File: src/rtl/qdac_pkg.sv
package qdac_pkg;
  localparam int CODE_W = 8;
  localparam int ADDR_W = 2;
  localparam int NUM_CH = 1 << ADDR_W;
  localparam int FRAME_W = ADDR_W + CODE_W;

  typedef logic [FRAME_W-1:0] frame_t;
  typedef logic [CODE_W-1:0]  code_t;
  typedef logic [ADDR_W-1:0]  chan_t;

  // address field sits in the top bits because it is shifted in first
  function automatic chan_t frame_chan(input frame_t f);
    return f[FRAME_W-1 -: ADDR_W];
  endfunction

  function automatic code_t frame_code(input frame_t f);
    return f[CODE_W-1:0];
  endfunction

  function automatic frame_t frame_push(input frame_t f, input logic b);
    return {f[FRAME_W-2:0], b};
  endfunction
endpackage

File: src/rtl/qdac_sync.sv
module qdac_sync #(
  parameter int W = 1,
  parameter int STAGES = 2,
  parameter logic [W-1:0] RST_VAL = '0
) (
  input  logic         clk,
  input  logic         rst,
  input  logic [W-1:0] d,
  output logic [W-1:0] q
);
  logic [W-1:0] stage_q [STAGES];

  always_ff @(posedge clk) begin
    if (rst) stage_q[0] <= RST_VAL;
    else     stage_q[0] <= d;
  end

  for (genvar k = 1; k < STAGES; k++) begin : g_chain
    always_ff @(posedge clk) begin
      if (rst) stage_q[k] <= RST_VAL;
      else     stage_q[k] <= stage_q[k-1];
    end
  end

  assign q = stage_q[STAGES-1];
endmodule

File: src/rtl/qdac_shifter.sv
module qdac_shifter
  import qdac_pkg::*;
(
  input  logic   clk,
  input  logic   rst,
  input  logic   shift_en,
  input  logic   bit_in,
  output frame_t frame_o
);
  frame_t sr_q;

  always_ff @(posedge clk) begin
    if (rst)           sr_q <= '0;
    else if (shift_en) sr_q <= frame_push(sr_q, bit_in);
  end

  assign frame_o = sr_q;

  // without a detected serial clock fall the frame must not move
  assert_frame_hold_R3: assert property (@(posedge clk) disable iff (rst)
    !shift_en |=> $stable(sr_q));
endmodule

File: src/rtl/qdac_chan_bank.sv
module qdac_chan_bank
  import qdac_pkg::*;
(
  input  logic                     clk,
  input  logic                     rst,
  input  logic                     wr_en,
  input  chan_t                    wr_chan,
  input  code_t                    wr_code,
  output logic [NUM_CH*CODE_W-1:0] codes_o,
  output logic [NUM_CH-1:0]        upd_o
);
  code_t             code_q [NUM_CH];
  logic [NUM_CH-1:0] upd_q;

  for (genvar i = 0; i < NUM_CH; i++) begin : g_ch
    logic hit_w;
    assign hit_w = wr_en && (wr_chan == chan_t'(i));

    always_ff @(posedge clk) begin
      if (rst) begin
        code_q[i] <= '0;
        upd_q[i]  <= 1'b0;
      end else begin
        upd_q[i] <= hit_w;
        if (hit_w) code_q[i] <= wr_code;
      end
    end

    assign codes_o[i*CODE_W +: CODE_W] = code_q[i];

    // a channel keeps its code unless its own update fired
    assert_code_hold_R9: assert property (@(posedge clk) disable iff (rst)
      !upd_q[i] |-> $stable(code_q[i]));
  end

  assign upd_o = upd_q;

  // never more than one channel updated in a cycle
  assert_single_update_R5: assert property (@(posedge clk) disable iff (rst)
    $onehot0(upd_q));
endmodule

File: src/rtl/qdac_serial_front.sv
module qdac_serial_front
  import qdac_pkg::*;
#(
  parameter int SYNC_STAGES = 2
) (
  input  logic                     clk,
  input  logic                     rst,
  input  logic                     ser_clk_i,
  input  logic                     ser_dat_i,
  input  logic                     ser_ld_i,
  input  logic                     mode_sel_i,
  output logic                     mode3w_o,
  output logic [NUM_CH*CODE_W-1:0] code_o,
  output logic [NUM_CH-1:0]        upd_o
);
  localparam int NSIG = 4;

  logic [NSIG-1:0] raw_w, syn_w;
  logic            sclk_s, sdat_s, sld_s, mode_s;
  logic            sclk_prev_q, sld_prev_q;
  logic            sclk_fall_w, ld_fall_w, shift_en_w, load_strobe_w;
  frame_t          frame_w;

  assign raw_w = {mode_sel_i, ser_ld_i, ser_dat_i, ser_clk_i};

  // serial clock and load idle high: reset them high to avoid a false edge
  qdac_sync #(.W(NSIG), .STAGES(SYNC_STAGES), .RST_VAL(4'b0101)) u_sync (
    .clk(clk), .rst(rst), .d(raw_w), .q(syn_w)
  );

  assign {mode_s, sld_s, sdat_s, sclk_s} = syn_w;

  always_ff @(posedge clk) begin
    if (rst) begin
      sclk_prev_q <= 1'b1;
      sld_prev_q  <= 1'b1;
    end else begin
      sclk_prev_q <= sclk_s;
      sld_prev_q  <= sld_s;
    end
  end

  assign sclk_fall_w   = sclk_prev_q && !sclk_s;
  assign ld_fall_w     = sld_prev_q && !sld_s;
  assign shift_en_w    = sclk_fall_w && mode_s;
  assign load_strobe_w = ld_fall_w && mode_s;
  assign mode3w_o      = mode_s;

  qdac_shifter u_shift (
    .clk(clk), .rst(rst), .shift_en(shift_en_w), .bit_in(sdat_s), .frame_o(frame_w)
  );

  qdac_chan_bank u_bank (
    .clk(clk), .rst(rst), .wr_en(load_strobe_w),
    .wr_chan(frame_chan(frame_w)), .wr_code(frame_code(frame_w)),
    .codes_o(code_o), .upd_o(upd_o)
  );

  // any update must follow a load strobe edge seen one cycle earlier
  assert_upd_after_load_R4: assert property (@(posedge clk) disable iff (rst)
    (|upd_o) |-> $past(ld_fall_w));

  // no update can come from a cycle spent in 2-wire mode
  assert_no_upd_2wire_R7: assert property (@(posedge clk) disable iff (rst)
    (|upd_o) |-> $past(mode_s));

  // an update pulse never lasts two cycles on the same channel
  assert_pulse_short_R5: assert property (@(posedge clk) disable iff (rst)
    (|upd_o) |=> ((upd_o & $past(upd_o)) == '0));
endmodule

File: config.mk
export PLATFORM = sky130hd
export DESIGN_NAME = qdac_serial_front
export DESIGN_NICKNAME = d
export VERILOG_FILES = /design/src/rtl/qdac_pkg.sv /design/src/rtl/qdac_sync.sv /design/src/rtl/qdac_shifter.sv /design/src/rtl/qdac_chan_bank.sv /design/src/rtl/qdac_serial_front.sv
export SDC_FILE = /design/constraint.sdc
export NUM_CORES = 1
export LEC_CHECK = 0
export ABC_CLOCK_PERIOD_IN_PS = 2300
export BUFFER_PORTS_ARGS = -buffer_cell sky130_fd_sc_hd__buf_2
export CORE_ASPECT_RATIO = 1.5
export CORE_MARGIN = 2
export CORE_UTILIZATION = 50
export CTS_BUF_LIST = sky130_fd_sc_hd__clkbuf_2
export DETAILED_ROUTE_END_ITERATION = 6
export PLACE_DENSITY = 0.78
export SYNTH_ARGS = -nofsm -noshare
export SYNTH_HDL_FRONTEND = slang
export SYNTH_SLANG_ARGS = --single-unit
export TNS_END_PERCENT = 50
File: constraint.sdc
create_clock -name clk -period 2.3 [get_ports clk]
set_input_delay 0.46 -clock clk [delete_from_list [all_inputs] [get_ports clk]]
set_output_delay 0.46 -clock clk [all_outputs]
set_load 0.01 [all_outputs]
; Word-level counts from Yosys, hierarchy flattened
; Memories as Yosys holds them, arrays and structs flattened.
; Cells that the tools add are included.
[classes]
muxes = 21
shift = 0
multipliers = 0
add_sub_neg = 0
bitwise_logic = 6
n_eq_ne = 3
reduce_logical = 11
n_div = 0
order_cmp = 0
[ops]
columns = operator, n
row1 = 2-to-1 mux 8 bit, 4
row2 = 2-to-1 mux 1 bit, 15
row3 = logical AND 1 bit, 8
row4 = 2-to-1 mux 4 bit, 2
row5 = bitwise OR 1 bit, 6
row6 = "equality test 2 bit, second input constant", 2
row7 = "equality test 2 x 1 -> 1 bit, second input constant", 1
row8 = logical NOT 1 bit, 2
row9 = logical NOT 2 bit, 1
[totals]
ram_bits = 40
regBits = 16
latchBits = 0
mem_bits_ro = 0
word_cells = 50
inputBits = 6
out_inout_bits = 37
n_memories = 2
[mem_list]
columns = name, depth, width, read_ports, rd_ports_with_merged_regs, wr, line_no
row1 = u_bank.code_q, 4, 8, 4, 0, 4, qdac_chan_bank.sv:12  ; code_t code_q [NUM_CH];
row2 = u_sync.stage_q, 2, 4, 2, 0, 2, qdac_sync.sv:11  ; logic [W-1:0] stage_q [STAGES];

; Logic depth before layout (Yosys ltp)
[logic_depth]
word_depth = 8
ltp_mapped = 3
mapped_depth_nobuf = 2

; Modules after synthesis
; From an unflattened synthesis, not the netlist that was laid out.
[hier_totals]
cells_unflattened = 149
area_unflattened_um2 = 2080.7
[modules_own_cells]
columns = mod, instances, cells_each, seq_area_each_um2, area_each_um2
row1 = qdac_chan_bank, 1, 95, 1041.0, 1445.1
row2 = qdac_shifter, 1, 32, 200.2, 352.8
row3 = qdac_sync, 1, 16, 160.2, 210.2
row4 = qdac_serial_front, 1, 6, 40.0, 72.6

; Least setup slack after synthesis
; Ideal clock, no wire load.
[synth_timing]
path_type = register to register
start = memory u_sync.stage_q[1][3] (netlist name)
end = memory u_bank.code_q[0][0] (netlist name), enable pin
path_buffers = 0
setup_time_ns = 0.387
path_stages_with_launch = 3
t_arrival_ns = 1.302
required_time_ns = 1.913
synth_period_minus_slack_ns = 1.689
path_slack_ns = 0.611
cell_sequence = dfxtp_1 > nand3b_1 > o31ai_1
[synth_lines]
columns = element, line_no
row1 = from (decl), qdac_sync.sv:11
row2 = to (decl), qdac_chan_bank.sv:12

==> metrics.cfg <==
[outcome]
status=finished clean

[synthesis]
synth_cell_types=22
ys_seq_elements=56
synth_seq_area_share_pct=70.59
syn_nets=150
syn_area_um2=2042
syn_avg_cell_area_um2=14.18
yosys_warnings=0
syn_inst=144

[cells_and_area]
fillCellCount=322
drive_gt1_share_pct=30.32
stdcell_count=233
multi_input_area_um2=548.0
finalNetCount=193
diodes=0
ff_latch_area_um2=1441
area_growth_pct=13.85

[cts]
clk_pin_slew_ns=0.25
ctsHoldBuffers=0
cts_tree=done
cts_buffer_depth=2
cts_buffers=5
postCtsSetupRepairBufs=0
cts_resized=0
cts-root-buf=clkbuf_2
htreeDepth=2
clock_latency_ns=0.44
cts_sinks=56

[critical_path]
crit_type=reg -> reg
path_max_fanout=8
cp-end-kind=flip-flop
required_ns=2.40
arrival_ns=2.06
critPathLaunchType=flip-flop

[die]
die_height_um=82.27
fp-row-count=28
die_area_um2=4622
pin_count=43
core_area_um2=3924
start_util_pct=52.04
die_w_um=56.18

[pwr]
pwr-share-seq_pct=66.9
p_int_mw=1.315
power_leakage_nw=1.013
ir_drop_uv=447.7
pwr_density_cell_nw_per_um2=706.9
share_comb_of_total_power_pct=4.6
clockPowerShare_pct=28.5
p_switching_mw=0.3286
switching_share_pct=20.00

[place]
dp_cells=225
hpwl_um=2543
gp_routability_congestion=0.8194
port_buffers=42

[timing]
tightest_slew_ns=1.153
rsz0062_at_grt=no
fin_crit_sh_pct=85.01
maxSlewHeadroom_pct=22.51
fin_crit_ns=1.955
finClkSkew_ns=0.02363
slew_viol_final=0
finalSetupTns_ns=0
finalHoldViolations=0
final-setup-viol-count=0
fmax_mhz=511.4

[routing]
vias_per_cell=5.356
wl_per_cell_um=15.03
firstDrtPassIters=4
drc=0
drt-total-wl_um=3501
ant_nets=0
drt_iter0_drc=29
via_count=1248

[global_route]
grt_first_pass_wirelength_um=5533
grt_antenna_before_repair=0
grtUsageTotal_pct=16.12
grt_overflow_total=0
grt_max_degree=34
grt_pass1_vias=1174

[run]
drv_cap=0

[worst_hold_path]
min_path_type=in -> reg

worst max-delay path: stages, from the launching register on:
cell and delay, ns:
dfxtp_1 0.37, nand3b_1 0.29, o31ai_1 0.98
cells in the final DEF, fill, tap and decap left out, drive strengths merged:
master	Yosys	final
mux2i	10	10
nor2	1	1
dfxtp	24	24
nor2b	5	5
and2b	1	1
nor3	3	3
and3	32	32
clkbuf	2	7
nand2b	13	13
nand3b	1	1
o31ai	1	1
inv	1	1
and2	2	2
bufinv	0	1
o21ai	3	3
and3b	1	1
buf	4	42
edfxtp	32	32
or2	6	6
and4bb	1	1
nand2	1	1
cells by family (layout without fill, tap and decap cells):
logic type	Yosys count	after routing	share of synthesized area, %
buffers and inverters	7	51	2.574
and+or+nand+nor	67	67	20.83
DFF	56	56	70.59
AOI/OAI and AO/OA	4	4	1.103
muxes	10	10	4.902
cells in the mapped netlist:
library cell	instances	area share, %
clkbuf_1	2	0.37
nor2_1	1	0.18
and2_0	1	0.31
and2b_1	1	0.37
or2_2	6	1.8
and2_1	1	0.31
o31ai_1	1	0.37
inv_1	1	0.18
mux2i_1	10	4.9
dfxtp_1	24	24
nand2b_1	13	4.0
nand2_1	1	0.18
edfxtp_1	32	47
and3_1	32	9.8
buf_6	3	1.7
and4bb_4	1	0.80
buf_4	1	0.37
nor2b_1	5	1.5
and3b_1	1	0.43
nand3b_1	1	0.37
nor3_1	3	0.74
o21ai_0	3	0.74
through the flow:
stage          total power [mW]  utilization (%)  hold WS [ns]  instance area, µm²  setup WS (ns)
6_report                  1.643            59.25        0.2028                2325         0.3447
2_1_floorplan             1.162                -        0.3895                2042         0.6114
3_3_place_gp              1.193            57.59        0.3932                2260         0.5318
5_1_grt                   1.701            59.25        0.1519                2325         0.1732
3_5_place_dp              1.198            57.59        0.4009                2260         0.3038
4_1_cts                   1.649            59.25        0.1889                2325         0.2841
layout make-up:
type	count	area share (%)
clock buffers	7	1.507
clock inverters	1	1.292
inverters	1	0.1615
multi-input cells	81	23.57
flip-flops and latches	56	62.00
well taps	45	2.422
repair buffers	42	9.042
state kept, by name (all words and copies together) (netlist names):
name and flops:
u_bank.upd_o 4, u_sync.stage_q 8, u_bank.code_q 32, sld_prev_q 1, sclk_prev_q 1, u_shift.frame_o 10
routing by layer:
metal | global-route usage (%) | vias up | routed length (µm)
met1 | 15.90 | 585 | 1279
li1 | - | 601 | -
met2 | 28.59 | 51 | 1828
met4 | 10.95 | 0 | 140
met5 | 0 | - | 0
met3 | 5.452 | 11 | 251
power by group through the flow:
stage	sequential, mW	combinational [mW]	clock [mW]
6_report	1.10	0.0748	0.469
5_1_grt	1.10	0.0808	0.516
4_1_cts	1.10	0.0763	0.473
3_5_place_dp	1.12	0.0763	0
3_3_place_gp	1.12	0.0742	0
2_1_floorplan	1.14	0.0246	0
worst paths after layout:
path,from,to,slack (ns),cells past startpoint
min reg2reg,u_sync.stage_q[0][0],u_sync.stage_q[1][0],0.45,1
min,ser_clk_i,u_sync.stage_q[0][0],0.20,2
max reg2reg,u_sync.stage_q[1][2],u_bank.code_q[0][3],0.34,2
max,u_sync.stage_q[1][2],u_bank.code_q[0][3],0.34,2
Note: power is estimated with default switching activity, not from simulation.
